`config.mk`:
```
export PLATFORM = sky130hd
export DESIGN_NAME = rx_input_xbar
export DESIGN_NICKNAME = d
export VERILOG_FILES = /design/src/rtl/rx_xbar_pkg.sv /design/src/rtl/rx_xbar_cfg_check.sv /design/src/rtl/rx_xbar_cfg_reg.sv /design/src/rtl/rx_xbar_lane.sv /design/src/rtl/rx_input_xbar.sv
export SDC_FILE = /design/constraint.sdc
export NUM_CORES = 1
export LEC_CHECK = 0
export CORE_MARGIN = 2
export CORE_UTILIZATION = 54
export DETAILED_ROUTE_END_ITERATION = 16
export PLACE_DENSITY = 0.85
export SLEW_MARGIN = 10
export SYNTH_ARGS = -nofsm -noshare
export SYNTH_HDL_FRONTEND = slang
export SYNTH_SLANG_ARGS = --single-unit
```
`constraint.sdc`:
```
create_clock -name clk -period 3.7 [get_ports clk]
set_clock_uncertainty 0.1 [all_clocks]
set_input_delay 0.555 -clock clk [delete_from_list [all_inputs] [get_ports clk]]
set_output_delay 0.555 -clock clk [all_outputs]
set_load 0.02 [all_outputs]
```
`src/rtl/rx_xbar_pkg.sv`:
```
package rx_xbar_pkg;
    localparam int FIELD_W = 4;
    localparam logic [FIELD_W-1:0] ZERO_CODE = 4'hF;
endpackage

```
`src/rtl/rx_xbar_cfg_check.sv`:
```
module rx_xbar_cfg_check
    import rx_xbar_pkg::*;
#(
    parameter int NUM_CHAN = 4,
    parameter int NUM_ADC  = 4,
    localparam int MUX_W   = NUM_CHAN * 2 * FIELD_W
) (
    input  logic [MUX_W-1:0] word,
    output logic             legal
);
    logic [NUM_CHAN-1:0] i_ok;
    logic [NUM_CHAN-1:0] q_num;
    logic [NUM_CHAN-1:0] q_zero;

    for (genvar c = 0; c < NUM_CHAN; c++) begin : g_field
        logic [FIELD_W-1:0] i_f;
        logic [FIELD_W-1:0] q_f;
        assign i_f       = word[c*2*FIELD_W +: FIELD_W];
        assign q_f       = word[c*2*FIELD_W + FIELD_W +: FIELD_W];
        assign i_ok[c]   = i_f < FIELD_W'(NUM_ADC);
        assign q_num[c]  = q_f < FIELD_W'(NUM_ADC);
        assign q_zero[c] = q_f == ZERO_CODE;
    end

    assign legal = (&i_ok) && ((&q_zero) || (&q_num));
endmodule

```
`src/rtl/rx_xbar_cfg_reg.sv`:
```
module rx_xbar_cfg_reg
    import rx_xbar_pkg::*;
#(
    parameter int NUM_CHAN = 4,
    localparam int MUX_W   = NUM_CHAN * 2 * FIELD_W,
    parameter logic [MUX_W-1:0] RESET_MUX = 32'hF3F2F1F0
) (
    input  logic             clk,
    input  logic             rst_n,
    input  logic             cfg_wr,
    input  logic [MUX_W-1:0] cfg_wdata,
    input  logic             wr_legal,
    input  logic             sample_take,
    output logic [MUX_W-1:0] active_mux,
    output logic             cfg_err
);
    typedef struct packed {
        logic [MUX_W-1:0] active;
        logic [MUX_W-1:0] pend;
        logic             pend_vld;
        logic             err;
    } cfg_state_t;

    cfg_state_t st_d, st_q;

    always_comb begin
        st_d = st_q;
        if (sample_take && st_q.pend_vld) begin
            st_d.active   = st_q.pend;
            st_d.pend_vld = 1'b0;
        end
        if (cfg_wr) begin
            if (wr_legal) begin
                st_d.pend     = cfg_wdata;
                st_d.pend_vld = 1'b1;
            end else begin
                st_d.err = 1'b1;
            end
        end
    end

    always_ff @(posedge clk) begin
        if (!rst_n) begin
            st_q.active   <= RESET_MUX;
            st_q.pend     <= RESET_MUX;
            st_q.pend_vld <= 1'b0;
            st_q.err      <= 1'b0;
        end else begin
            st_q <= st_d;
        end
    end

    assign active_mux = st_q.active;
    assign cfg_err    = st_q.err;

    AST_ERR_STICKY: assert property (@(posedge clk) disable iff (!rst_n)
        cfg_err |=> cfg_err);
    AST_ILLEGAL_KEEPS_PEND: assert property (@(posedge clk) disable iff (!rst_n)
        (cfg_wr && !wr_legal) |=> $stable(st_q.pend));
    AST_IDLE_ACTIVE_STABLE: assert property (@(posedge clk) disable iff (!rst_n)
        !sample_take |=> $stable(active_mux));
endmodule

```
`src/rtl/rx_xbar_lane.sv`:
```
module rx_xbar_lane
    import rx_xbar_pkg::*;
#(
    parameter int SAMPLE_W = 16,
    parameter int NUM_ADC  = 4,
    localparam int DATA_W  = NUM_ADC * SAMPLE_W
) (
    input  logic                clk,
    input  logic                rst_n,
    input  logic                take,
    input  logic [DATA_W-1:0]   adc_data,
    input  logic [FIELD_W-1:0]  i_sel,
    input  logic [FIELD_W-1:0]  q_sel,
    output logic [SAMPLE_W-1:0] lane_i,
    output logic [SAMPLE_W-1:0] lane_q
);
    typedef struct packed {
        logic [SAMPLE_W-1:0] i;
        logic [SAMPLE_W-1:0] q;
    } lane_state_t;

    lane_state_t st_d, st_q;
    logic [SAMPLE_W-1:0] i_pick;
    logic [SAMPLE_W-1:0] q_pick;

    always_comb begin
        st_d   = st_q;
        i_pick = '0;
        q_pick = '0;
        for (int k = 0; k < NUM_ADC; k++) begin
            if (i_sel == FIELD_W'(k)) i_pick = adc_data[k*SAMPLE_W +: SAMPLE_W];
            if (q_sel == FIELD_W'(k)) q_pick = adc_data[k*SAMPLE_W +: SAMPLE_W];
        end
        if (take) begin
            st_d.i = i_pick;
            st_d.q = q_pick;
        end
    end

    always_ff @(posedge clk) begin
        if (!rst_n) st_q <= '0;
        else        st_q <= st_d;
    end

    assign lane_i = st_q.i;
    assign lane_q = st_q.q;

    AST_QZERO_OUT: assert property (@(posedge clk) disable iff (!rst_n)
        (take && q_sel == ZERO_CODE) |=> (lane_q == '0));
    AST_LANE_HOLD: assert property (@(posedge clk) disable iff (!rst_n)
        !take |=> ($stable(lane_i) && $stable(lane_q)));
endmodule

```
`src/rtl/rx_input_xbar.sv`:
```
module rx_input_xbar
    import rx_xbar_pkg::*;
#(
    parameter int SAMPLE_W = 16,
    parameter int NUM_ADC  = 4,
    parameter int NUM_CHAN = 4,
    localparam int MUX_W   = NUM_CHAN * 2 * FIELD_W,
    localparam int DATA_W  = NUM_ADC * SAMPLE_W,
    localparam int OUT_W   = NUM_CHAN * SAMPLE_W,
    parameter logic [MUX_W-1:0] RESET_MUX = 32'hF3F2F1F0
) (
    input  logic              clk,
    input  logic              rst_n,
    input  logic              cfg_wr,
    input  logic [MUX_W-1:0]  cfg_wdata,
    input  logic              adc_valid,
    input  logic [DATA_W-1:0] adc_data,
    output logic              out_valid,
    output logic [OUT_W-1:0]  out_i,
    output logic [OUT_W-1:0]  out_q,
    output logic              cfg_err
);
    logic             wr_legal;
    logic [MUX_W-1:0] active_mux;
    logic             valid_d, valid_q;

    rx_xbar_cfg_check #(.NUM_CHAN(NUM_CHAN), .NUM_ADC(NUM_ADC)) chk_i (
        .word  (cfg_wdata),
        .legal (wr_legal)
    );

    rx_xbar_cfg_reg #(.NUM_CHAN(NUM_CHAN), .RESET_MUX(RESET_MUX)) cfg_i (
        .clk         (clk),
        .rst_n       (rst_n),
        .cfg_wr      (cfg_wr),
        .cfg_wdata   (cfg_wdata),
        .wr_legal    (wr_legal),
        .sample_take (adc_valid),
        .active_mux  (active_mux),
        .cfg_err     (cfg_err)
    );

    for (genvar c = 0; c < NUM_CHAN; c++) begin : g_lane
        rx_xbar_lane #(.SAMPLE_W(SAMPLE_W), .NUM_ADC(NUM_ADC)) lane_i (
            .clk      (clk),
            .rst_n    (rst_n),
            .take     (adc_valid),
            .adc_data (adc_data),
            .i_sel    (active_mux[c*2*FIELD_W +: FIELD_W]),
            .q_sel    (active_mux[c*2*FIELD_W + FIELD_W +: FIELD_W]),
            .lane_i   (out_i[c*SAMPLE_W +: SAMPLE_W]),
            .lane_q   (out_q[c*SAMPLE_W +: SAMPLE_W])
        );
    end

    always_comb valid_d = adc_valid;

    always_ff @(posedge clk) begin
        if (!rst_n) valid_q <= 1'b0;
        else        valid_q <= valid_d;
    end

    assign out_valid = valid_q;

    AST_VALID_FOLLOWS: assert property (@(posedge clk) disable iff (!rst_n)
        adc_valid |=> out_valid);
    AST_VALID_DROPS: assert property (@(posedge clk) disable iff (!rst_n)
        !adc_valid |=> !out_valid);
endmodule

```
==> results of run 1 <==
[cells in the final DEF, fill, tap and decap left out, types with 3 or more instances in the layout]
cell type,netlist,final
a32o_1,4,4
a31oi_1,116,116
nand2_1,68,67
clkbuf_16,0,17
clkinv_4,0,4
clkinv_2,0,4
nor4_2,1,5
nand4_1,4,4
nor4_1,14,8
mux2i_1,16,16
a21oi_1,29,29
nor4b_2,13,9
a22oi_1,210,210
nor4bb_2,0,7
nor2_1,42,42
nor4b_4,0,5
nand3_1,13,13
a211oi_1,5,5
buf_4,1,41
and3_1,8,8
a221oi_1,3,3
clkdlybuf4s50_1,0,227
o211ai_1,8,8
nor2b_1,26,26
mux4_2,16,16
o21ai_0,107,107
inv_1,10,9
dfxtp_1,195,195
nand2b_1,9,9
[area by class of cell]
cell class | instances | area share (%)
Tap cell | 225 | 2.25
Inverter | 10 | 0.300
Timing Repair Buffer | 270 | 20.9
Clock inverter | 12 | 0.871
Multi-Input combinational cell | 732 | 40.8
Sequential cell | 195 | 31.2
Clock buffer | 19 | 3.63
[metrics by stage]
| stage | utilization [%] | worst slack (ns) | instances |
|---|---|---|---|
| after floorplan | - | 1.68 | 1089 |
| after global placement | 69.2 | 0.910 | 1432 |
| after detailed placement | 69.2 | 0.827 | 1432 |
| after CTS | 72.5 | 1.29 | 1463 |
| after global routing | 72.5 | 1.18 | 1463 |
| final | 72.5 | 1.30 | 1463 |
[power by group through the flow]
stage,Clock [uW],Sequential [uW],Combinational (uW)
6_report,1790,2220,691
5_1_grt,1880,2230,719
4_1_cts,1780,2220,675
3_5_place_dp,0,2270,671
3_3_place_gp,0,2270,663
2_1_floorplan,0,2340,231
[kinds of logic after synthesis]
| logic type | count (synthesis) | share of synthesized area (%) |
|---|---|---|
| AO/OA/AOI/OAI | 488 | 34.0 |
| buffers and inverters | 162 | 6.80 |
| flip-flops | 195 | 41.1 |
| multiplexers | 32 | 5.49 |
| AND/OR/NAND/NOR | 212 | 12.6 |
[layer usage]
metal / routed length [um] / GRT usage (%) / vias up / part of all wire, %
li1: - / - / 4451 / -
met1: 12100 / 44.5 / 4706 / 35
met2: 15500 / 57.2 / 867 / 45
met3: 4350 / 8.26 / 240 / 13
met4: 2560 / 23.3 / 0 / 7.4
met5: 0 / 0 / - / 0
[registers in the layout (all words and copies together), names as in the netlist]
signal / cells
g_lane.lane_i.lane_i: 64
g_lane.lane_i.lane_q: 64
out_valid: 1
cfg_i.cfg_err: 1
cfg_i.st_q: 33
cfg_i.active_mux: 32
[worst max-delay path, cell delays in order]
cell and delay (ns):
clkdlybuf4s50_1 0.57, nand4_1 0.12, or4_4 0.59, a21oi_4 0.57
mux2i_1 0.26
[worst min-delay path by stage]
| stage | startpoint | to | slack (ns) | depth (start not counted) |
|---|---|---|---|---|
| final | cfg_i.st_q[29] | cfg_i.active_mux[27] | 0.35 | 2 |
| after detailed placement | cfg_i.st_q[29] | cfg_i.active_mux[27] | 0.34 | 2 |
| after global routing | cfg_i.st_q[29] | cfg_i.active_mux[27] | 0.38 | 2 |
| after global placement | cfg_i.st_q[11] | cfg_i.active_mux[9] | 0.34 | 2 |
| after CTS | cfg_i.st_q[29] | cfg_i.active_mux[27] | 0.35 | 2 |
| after floorplan | cfg_i.st_q[13] | cfg_i.active_mux[11] | 0.33 | 2 |
==> results.md, run 1 <==
* Initial Util at 55.1%
* Clk slew on worst S/H paths at 0.07 ns
* Top cell type by total area after synthesis: dfxtp_1
* Total grt overflow at 0
* IO buf count at 229
* Fill count at 1278
* Area growth syn-to-layout at 31.6%
* Internal at 3440 uW
* Setup crit start kind: primary input
* Initial antenna violation count at 0
* Worst-case clock buffer depth at 2
* Seq/Total Area, Yosys at 41.1%
* Std cell rows at 48
* HPWL Detailed at 23200 um
* Flop pwr share at 47.3%
* Reg area at 3900 um2
* Clk_lat worst skew at 0.44 ns
* H-tree depth at 4
* Clock Power Share at 38.0%
* Comb pwr share at 14.7%
* RSZ-0062 raised after global routing: no
* Vias post-DR at 10.3k
* Pin count of the biggest net entering global routing at 123
* Multi-input gate area at 5100 um2
* Netlist cell types at 39
* DRC viols at 0
* EDFF count, synth at 0
* Async S/R FF share, synth at 0%
* Top cells by count, synth: a22oi_1, dfxtp_1, a31oi_1
* Syn_nets at 1189
* R2R depth at 4
* CTS Root Cell: clkbuf_16
* Most common cell in the netlist: a22oi_1
* Final GP Congestion at 0.939
* Tmin final at 2.40 ns
* Register-to-register setup slack at 1.56 ns
* Crit path arrival time at 2.67 ns
* Vias in the first global route at 9569
* Crit path kind: primary input to flip-flop
* Synthesized area at 9490 um2
* Resize count post-CTS at 0
* Post-route ant nets at 0
* First-pass DRT Iterations at 9
* Net Sw Frac at 26.9%
* Flops & latches, synth at 195
* Mean Syn Cell Area at 8.71 um2
* # diodes at 0
* Share of cells above drive strength 1 at 10.0%
* CTS buffer count at 17
* Slew headroom at 27.1%
* Largest cells by area after synthesis: dfxtp_1, a22oi_1, a31oi_1
* Sw Pwr at 1260 uW
* Die Footprint at 18600 um2
* Max Cap Violations at 0
* First-pass GRT wire length at 52200 um
* Required @ worst endpoint at 3.97 ns
* Worst hold path type: flip-flop to flip-flop
* IO Count at 230
* Post-synth top area share at 41.1%
* Worst-path fanout max at 16
* WL/cell at 23.6 um
* Worst slew pin tran at 1.09 ns
* Synth Instances at 1089
* Final Setup Violations at 0
* Ys flop type: dfxtp_1
* Nets at 1326
* Vias per inst at 7.02
* DR iter-0 viols at 1551
* Worst setup endpoint: cfg_i.st_q[10]
* Design Power at 4700 uW
* Final Hold Slack at 0.352 ns
* # Post-CTS Setup Buffers at 0
* Final Routed Wirelength at 34500 um
* Type of element capturing the critical path: flip-flop
* Core Area at 17200 um2
* CTS tree: yes
* Post-DP Area at 11900 um2
* Leak at 0.00431 uW
* Die Width at 137 um
* Final Max Slew Viols at 0
* Tcrit/Tclk final at 65.0%
* Final Hold Fails at 0
* F_max at 416 MHz
* Critical Path Start: cfg_wdata[30]
* Status: completed
* Yosys warnings at 0
* R2R Path Start: cfg_i.active_mux[16]
* Peak supply drop at 0.357 mV
* Design area at 12500 um2
* Overall routing resource usage at 36.2%
* Reg-to-reg endpoint: g_lane[2].lane_i.lane_i[6]
* # clock sinks at 195
* DIE HEIGHT at 137 um
* Hold_buf cts at 0
* Power Dens Cells at 376 nW/um2
* Setup_tns at 0 ns
(Power assumes the default switching activity.)
==> run 2, diff against run 1 <==
- CORE_UTILIZATION: 54 -> 50
- PLACE_DENSITY: 0.85 -> 0.8
- clock period: 3.7 -> 2.3 ns (I/O delays scaled with it)
==> results.md, run 2 (synthesized netlist as in run 1, its figures left out) <==
* Min-delay src: adc_valid
* Tcrit/Tclk final at 85.3%
* Std cell rows at 50
* Fill count at 1455
* Setup crit start kind: flip-flop
* Clk_lat worst skew at 0.44 ns
* Initial antenna violation count at 4
* Number of stages on the worst setup path at 1
* Vias in the first global route at 10.1k
* R2R Path Start: cfg_i.active_mux[16]
* CP max stage cell: clkdlybuf4s50_1
* Final Max Slew Viols at 0
* # Post-CTS Setup Buffers at 0
* WL/cell at 24.1 um
* Slew headroom at 62.6%
* # clock sinks at 195
* Core Area at 18600 um2
* Peak supply drop at 0.537 mV
* CTS Root Cell: clkbuf_16
* Register-to-register setup slack at 0.52 ns
* Vias post-DR at 10.7k
* Type of element capturing the critical path: output pin
* Power Dens Cells at 612 nW/um2
* First-pass GRT wire length at 57000 um
* Min-Delay Endpoint: g_lane[1].lane_i.lane_i[1]
* R2R depth at 4
* Share of cells above drive strength 1 at 15.1%
* F_max at 510 MHz
* Max Cap Violations at 0
* Nets at 1402
* Resize count post-CTS at 0
* Hold_buf cts at 0
* Initial Util at 50.9%
* DRC viols at 0
* Total grt overflow at 0
* Final Routed Wirelength at 37400 um
* Worst-path fanout max at 2
* Reg-to-reg endpoint: g_lane[2].lane_i.lane_i[6]
* DR iter-0 viols at 1691
* Die Width at 142 um
* H-tree depth at 4
* Commonest non-fill, non-tap cell in the layout: clkdlybuf4s50_1
* CTS buffer count at 17
* Final Hold Fails at 0
* Required @ worst endpoint at 1.86 ns
* DIE HEIGHT at 142 um
* Vias per inst at 6.88
* Worst-case clock buffer depth at 2
* Worst slew pin tran at 0.558 ns
* Leak at 0.00467 uW
* IO Count at 230
* IO buf count at 229
* Post-layout utilization of the core at 70.5%
* RSZ-0062 raised after global routing: no
* CTS tree: yes
* Worst hold path type: primary input to flip-flop
* Clk slew on worst S/H paths at 0.07 ns
* Final GP Congestion at 0.945
* Crit path arrival time at 1.52 ns
* CP Cell Sequence: clkdlybuf4s50_1
* Area growth syn-to-layout at 38.4%
* Post-route ant nets at 0
* Hold path depth at 2
* Crit path kind: flip-flop to output pin
* Max stage delay on crit path at 0.65 ns
* HPWL Detailed at 25900 um
* Most frequent cells in the layout: clkdlybuf4s50_1, a22oi_1, dfxtp_1
* Top Family by Delay on Critical Path: buffers and inverters
* Status: completed
* Design Power at 8040 uW
* First-pass DRT Iterations at 8
* Overall routing resource usage at 36.5%
* Die Footprint at 20100 um2
* Pin count of the biggest net entering global routing at 88
* Tmin final at 1.96 ns
* Buffers and inverters on the worst path at 1
* Final Setup Violations at 0
## run 2: cell types whose count changed in the layout (fill, tap and decap cells not counted), moves of 4 or more
| cell | delta |
|---|---|
| buf_4 | +72 |
| nor4b_4 | -5 |
| buf_12 | +4 |
| nor4b_2 | +5 |
| diode_2 | +4 |
## run 2: cell type report
| class | count | area [um2] | share of cell area [%] |
|---|---|---|---|
| Multi-Input combinational cell | 732 | 5030 | 38.3 |
| Sequential cell | 195 | 3900 | 29.7 |
| Timing Repair Buffer | 346 | 3230 | 24.6 |
| Clock buffer | 18 | 429 | 3.27 |
| Tap cell | 234 | 293 | 2.23 |
| Clock inverter | 14 | 200 | 1.52 |
| Inverter | 10 | 37.5 | 0.286 |
| Antenna cell | 4 | 10.0 | 0.0762 |
## run 2: metrics by stage
step	hold WS [ns]	instance area, um2	cells	TNS [ns]	setup slack, ns
6_report	0.120	13100	1553	0	0.339
5_1_grt	0.123	13100	1549	0	0.321
4_1_cts	0.110	13100	1549	0	0.362
3_5_place_dp	0.343	12500	1517	-0.253	-0.0358
3_3_place_gp	0.342	12500	1517	-0.0675	-0.00957
2_1_floorplan	0.327	9490	1089	0	0.488
## run 2: where the power goes
| group | leakage, uW | internal [uW] | switching, uW | total (uW) |
|---|---|---|---|---|
| Combinational | 0.00277 | 565 | 653 | 1220 |
| Sequential | 0.00160 | 3490 | 82.9 | 3580 |
| Clock | 0.000304 | 1840 | 1400 | 3240 |
| Total | 0.00467 | 5900 | 2140 | 8040 |
## run 2: per-layer routing
metal	vias to the layer above	GRT usage, %	routed length, um
met1	4975	43.4	13200
met2	870	59.3	16800
met5	-	0	0
li1	4609	-	-
met3	237	9.48	4440
met4	0	22.3	3000
## run 2: worst max path at each step
stage | start | endpoint
after global placement | cfg_wdata[30] | cfg_i.st_q[16]
after floorplan | cfg_wdata[30] | cfg_i.st_q[22]
after CTS | g_lane[1].lane_i.lane_i[15] | out_i[31]
final | g_lane[1].lane_i.lane_i[15] | out_i[31]
after detailed placement | cfg_wdata[30] | cfg_i.st_q[32]
after global routing | cfg_wdata[2] | cfg_i.st_q[32]
==> run 3, diff against run 2 <==
- CTS_CLUSTER_SIZE: not set -> 14
- TNS_END_PERCENT: not set -> 5
==> results of run 3 <==
The final DEF is identical to that of run 2; final timing and power are the same.
